[src/rtl/sft_pkg.sv]
package sft_pkg;

  typedef enum logic [1:0] {
    SFT_3   = 2'b00,
    SFT_5   = 2'b01,
    SFT_7   = 2'b10,
    SFT_OFF = 2'b11
  } sft_len_e;

  typedef enum logic [1:0] {
    DONE_BOTH  = 2'b00,
    DONE_FRAME = 2'b01,
    DONE_IDLE  = 2'b10,
    DONE_NONE  = 2'b11
  } done_mode_e;

  function automatic logic [2:0] sft_mult(input logic [1:0] sel);
    case (sel)
      SFT_3:   sft_mult = 3'd3;
      SFT_5:   sft_mult = 3'd5;
      SFT_7:   sft_mult = 3'd7;
      default: sft_mult = 3'd0;
    endcase
  endfunction

endpackage

[src/rtl/sft_line_mon.sv]
module sft_line_mon (
  input  logic clk,
  input  logic rst,
  input  logic line_i,
  output logic fall_o
);
  logic line_q;

  always_ff @(posedge clk) begin
    if (rst) line_q <= 1'b1;
    else     line_q <= line_i;
  end

  assign fall_o = line_q & ~line_i;
endmodule

[src/rtl/sft_idle_timer.sv]
module sft_idle_timer
  import sft_pkg::*;
#(
  parameter int BIT_W = 8
) (
  input  logic             clk,
  input  logic             rst,
  input  logic             busy_i,
  input  logic             fall_i,
  input  logic             line_i,
  input  logic [1:0]       sel_i,
  input  logic [BIT_W-1:0] bit_ticks_i,
  output logic             hit_o
);
  localparam int CNT_W = BIT_W + 3;
  localparam logic [CNT_W-1:0] CNT_MAX = '1;

  logic [CNT_W-1:0] cnt_q;
  logic [CNT_W-1:0] thr;
  logic             en;

  always_comb begin
    thr = CNT_W'(sft_mult(sel_i)) * CNT_W'(bit_ticks_i);
    en  = (sel_i != SFT_OFF) && (bit_ticks_i != '0);
  end

  // count high samples while busy; any falling edge or a free bus restarts
  always_ff @(posedge clk) begin
    if (rst || fall_i || !busy_i)        cnt_q <= '0;
    else if (line_i && cnt_q != CNT_MAX) cnt_q <= cnt_q + CNT_W'(1);
  end

  assign hit_o = busy_i & ~fall_i & line_i & en & (cnt_q == thr - CNT_W'(1));

  AST_NO_WRAP: assert property (@(posedge clk) disable iff (rst)
    (cnt_q == CNT_MAX) |=> (cnt_q == CNT_MAX || cnt_q == '0));
endmodule

[src/rtl/sft_irq_gen.sv]
module sft_irq_gen
  import sft_pkg::*;
(
  input  logic       clk,
  input  logic       rst,
  input  logic [1:0] done_sel_i,
  input  logic       frame_end_i,
  input  logic       hit_i,
  input  logic       error_i,
  output logic       irq_o,
  output logic       src_o
);
  logic fire_frame, fire_idle, fire_any, src_frame;

  always_comb begin
    fire_frame = frame_end_i & (done_sel_i == DONE_BOTH || done_sel_i == DONE_FRAME);
    fire_idle  = hit_i & (done_sel_i == DONE_BOTH || done_sel_i == DONE_IDLE);
    src_frame  = fire_frame | error_i;
    fire_any   = src_frame | fire_idle;
  end

  always_ff @(posedge clk) begin
    if (rst) begin
      irq_o <= 1'b0;
      src_o <= 1'b0;
    end else begin
      irq_o <= fire_any;
      if (fire_any) src_o <= src_frame;
    end
  end

  AST_ERR_IRQ: assert property (@(posedge clk) disable iff (rst)
    error_i |=> (irq_o && src_o));
  AST_IDLE_SRC: assert property (@(posedge clk) disable iff (rst)
    (hit_i && !frame_end_i && !error_i && done_sel_i == DONE_IDLE) |=> (irq_o && !src_o));
endmodule

[src/rtl/sft_idle_ctrl.sv]
module sft_idle_ctrl
  import sft_pkg::*;
#(
  parameter int BIT_W = 8
) (
  input  logic             clk,
  input  logic             rst,
  input  logic             line_i,
  input  logic [BIT_W-1:0] bit_ticks_i,
  input  logic             sft_wr_i,
  input  logic [1:0]       sft_wdata_i,
  input  logic [1:0]       done_sel_i,
  input  logic             frame_end_i,
  input  logic             error_i,
  output logic             bus_busy_o,
  output logic             done_irq_o,
  output logic             done_src_o,
  output logic             sft_lock_o,
  output logic [1:0]       sft_sel_o
);
  logic fall, hit, busy_n;
  logic busy_q, lock_q;
  logic [1:0] sel_q;

  sft_line_mon u_line (
    .clk(clk), .rst(rst), .line_i(line_i), .fall_o(fall)
  );

  sft_idle_timer #(.BIT_W(BIT_W)) u_timer (
    .clk(clk), .rst(rst), .busy_i(busy_q), .fall_i(fall), .line_i(line_i),
    .sel_i(sel_q), .bit_ticks_i(bit_ticks_i), .hit_o(hit)
  );

  sft_irq_gen u_irq (
    .clk(clk), .rst(rst), .done_sel_i(done_sel_i), .frame_end_i(frame_end_i),
    .hit_i(hit), .error_i(error_i), .irq_o(done_irq_o), .src_o(done_src_o)
  );

  assign busy_n = fall | (busy_q & ~(hit | error_i));

  always_ff @(posedge clk) begin
    if (rst) begin
      busy_q <= 1'b0;
      lock_q <= 1'b0;
      sel_q  <= SFT_3;
    end else begin
      busy_q <= busy_n;
      lock_q <= busy_n & (lock_q | frame_end_i);
      if (sft_wr_i && !lock_q) sel_q <= sft_wdata_i;
    end
  end

  assign bus_busy_o = busy_q;
  assign sft_lock_o = lock_q;
  assign sft_sel_o  = sel_q;

  AST_LOCK_IN_BUSY: assert property (@(posedge clk) disable iff (rst)
    lock_q |-> busy_q);
  AST_FALL_BUSY: assert property (@(posedge clk) disable iff (rst)
    fall |=> busy_q);
  AST_SEL_HELD: assert property (@(posedge clk) disable iff (rst)
    (lock_q && sft_wr_i) |=> $stable(sel_q));
endmodule

[config.mk]
export PLATFORM = sky130hd
export DESIGN_NAME = sft_idle_ctrl
export DESIGN_NICKNAME = d
export VERILOG_FILES = /design/src/rtl/sft_pkg.sv /design/src/rtl/sft_line_mon.sv /design/src/rtl/sft_idle_timer.sv /design/src/rtl/sft_irq_gen.sv /design/src/rtl/sft_idle_ctrl.sv
export SDC_FILE = /design/constraint.sdc
export NUM_CORES = 1
export LEC_CHECK = 0
export BUFFER_PORTS_ARGS = -buffer_cell sky130_fd_sc_hd__buf_4
export CORE_ASPECT_RATIO = 1.4
export CORE_UTILIZATION = 52
export DETAILED_ROUTE_END_ITERATION = 8
export PLACE_DENSITY = 0.76
export SETUP_SLACK_MARGIN = 0.15
export SYNTH_ARGS = -nofsm -noshare
export SYNTH_HDL_FRONTEND = slang
export SYNTH_HIERARCHICAL = 1
export SYNTH_SLANG_ARGS = --single-unit
[constraint.sdc]
create_clock -name clk -period 4.2 [get_ports clk]
set_input_delay 0.84 -clock clk [delete_from_list [all_inputs] [get_ports clk]]
set_output_delay 0.84 -clock clk [all_outputs]
set_load 0.05 [all_outputs]
==> summary.txt <==
Ranking of synthesized cells by area - dfxtp_1 20%, ha_1 15%, fa_1 7.8%, xnor2_1 5.8%, nand2b_1 5.5%
Netlist cell types - 49
GPL Wtd Cong - 0.835
RSZ-0062 raised after global routing - no
Htree depth - 1
Nets - 288
Synth area leader - dfxtp_1
Largest family of logic cells by synthesized area - simple AND/OR/NAND/NOR gates
Hold crit path type - reg2reg
Final worst-path cycle share - 0.925
Maximum fanout along the worst path - 6
Routed Antenna Nets - 0
Asr flop ratio synth - 0
Yosys warns - 6
Final wirelength - 3640 µm
Area grow syn2layout - 16.8%
Buffers added on ports - 23
Worst Setup End Kind - flop
#FFs+latches synth - 18
Layout Skew - 0.00177 ns
Seq/Total Area, Yosys - 0.200
Status - finished clean
Endpoints failing setup - 0
Root Driver - clkbuf_8
Critical Path Start Type - flop
Synth Instances - 216
Gr ovfl total - 0
Row cnt - 25
Required time at the worst-slack endpoint - 4.39 ns
Slowest-stage cell, CP - fa_1
Post-CTS sizing - 0
Avg Cell Area, Syn - 8.36 µm²
Least-Margin Pin Slew - 0.491 ns
TritonCTS Buffers - 3
Initial core utilization - 0.539
Synthesized cell area - 1810 µm²
Number of diodes - 0
Final hold slack - 0.469 ns
CP peak stage delay - 0.56 ns
Vias post-DR - 1,516
CTS tree - done
Global-route wire length before repair - 5970 µm
Final Max Tran Viols - 0
Residual DRC count - 0
Vias in the first global route - 1,446
Clk pin slew, worst setup/hold paths - 0.07 ns
Ratio of cells with drive above 1 in the final layout - 0.195
F_max - 257 MHz
Die area - 3720 µm²
I/O pin count - 24
Minimum clock period - 3.89 ns
Synth top area share - 0.200
Critical path class - reg2reg
Final-report hold violation count - 0
Iteration-0 DRC Markers - 30
Total track usage - 0.215
Multi-input gate area in the final layout - 1370 µm²
Die Wd - 51.8 µm
Placed cell areas - 2040 µm²
Worst-skew pair later-pin latency - 0.26 ns
DR WL/cell - 12.9 µm
Via-per-instance ratio - 5.40
Number of synthesized flops with an enable pin - 0
Filler instances - 291
Post-CTS Setup Repair Bufs - 0
Relative max-transition margin - 0.670
Pwr dens - 345 nW/µm²
Leak pwr - 0.913 nW
Design area - 2110 µm²
Compound-Gate Fraction of Synth Area - 0.139
DR pass1 iterations - 4
Hold buffers post-CTS - 0
Core area - 3350 µm²
Post-Syn Nets - 262
Clock Sinks - 18
Synth Area in XOR/XNOR - 0.102
VDD IR-drop max - 0.287 mV
Max_cap viols - 0
Ys flop type - dfxtp_1
Initial antenna violation count - 0
Mux share of post-synthesis cell area - 0.0111
Final Util - 0.630
Dpl hpwl - 2990 µm
Synth Area in Adders - 0.223
Most common cell after layout, fill and taps aside - buf_4
Longest Clk Path Bufs - 2
Post-route setup TNS - 0 ns
Die Ht - 71.7 µm
Largest net degree at the start of global routing - 12
Worst endpoint data arrival time - 4.08 ns
Simple-Gate Fraction of Synth Area - 0.270
Storage cell area - 363 µm²
Most frequent cells in the layout - 25 x buf_4, 22 x inv_1, 20 x ha_1, 19 x nand2_1
Worst-path cell chain - ha_2, buf_4, nand2_1, ha_1, fa_1, inv_1, ha_1, a211o_1, a211oi_1, a211oi_1, nor3_2, a2111oi_4, nor3b_2, nor2_1, nor3_2
final timing paths:
| check | from | to | slack [ns] | cells past startpoint |
|---|---|---|---|---|
| worst max-delay path | sft_sel_o[1]$_SDFFE_PP0P_ | sft_lock_o$_SDFF_PP0_ | 0.31 | 15 |
| worst min-delay path | u_irq/src_o$_SDFFE_PP0P_ | u_irq/src_o$_SDFFE_PP0P_ | 0.47 | 2 |
| worst max register to register | sft_sel_o[1]$_SDFFE_PP0P_ | sft_lock_o$_SDFF_PP0_ | 0.31 | 15 |
| worst min register to register | u_irq/src_o$_SDFFE_PP0P_ | u_irq/src_o$_SDFFE_PP0P_ | 0.47 | 2 |
layout make-up:
| cell class | count | area share |
|---|---|---|
| tap | 40 | 0.0237 |
| sequential | 18 | 0.172 |
| timing repair buffer | 25 | 0.0890 |
| clock buffer | 4 | 0.0261 |
| inverter | 22 | 0.0391 |
| multi-input combinational | 172 | 0.650 |
kinds of logic (layout without fill, tap and decap cells):
group	Yosys count	in the layout
AO/OA/AOI/OAI	34	34
adder cells (fa/ha/maj)	28	28
buffers and inverters	26	51
multiplexers	2	2
AND/OR/NAND/NOR	87	87
flip-flops	18	18
XOR/XNOR	21	21
worst max-delay path, delay by kind of cell (launching register included):
family,cells,cell delay [ns]
buffers and inverters,2,0.19
AO/OA/AOI/OAI,4,0.95
adder cells (fa/ha/maj),4,1.63
flip-flops,1,0.33
AND/OR/NAND/NOR,5,0.71
registers in the layout (all words and copies together), names as in the netlist:
signal	cells
u_irq/irq_o	1
u_line/line_q	1
sft_sel_o	2
sft_lock_o	1
u_timer/cnt_q	11
u_irq/src_o	1
bus_busy_o	1
Yosys cell counts, drive strengths merged (2+ instances only):
master	n
inv	22
ha	21
nand2	20
dfxtp	18
nand2b	17
nor2	16
xnor2	12
a21oi	11
xor2	9
fa	7
nor3	6
a21o	4
nand3	4
nand4	4
nor2b	4
o21ai	4
a211oi	3
and3	3
a2111oi	2
and2b	2
buf	2
clkbuf	2
mux2i	2
nor4	2
o2111ai	2
or2	2
stage by stage:
step,instances,power (mW),setup WS (ns)
final,281,0.728,0.314
after global routing,281,0.790,0.162
after CTS,281,0.722,0.184
after detailed placement,277,0.578,-0.0203
after global placement,277,0.568,0.0707
after floorplan,216,0.494,0.188
metal layers:
metal,GRT usage,vias to the layer above,share of wire
li1,-,791,-
met2,0.401,15,0.53
met5,0,-,0
met4,0.0811,0,0.016
met1,0.234,705,0.44
met3,0.0318,5,0.019
power breakdown:
group          leakage, nW  internal (mW)  switching (mW)
clock               0.0288         0.0834          0.0586
sequential           0.147          0.175         0.00334
combinational        0.736          0.179           0.228
total                0.913          0.438           0.290
Power figures use the tool's default switching activity.
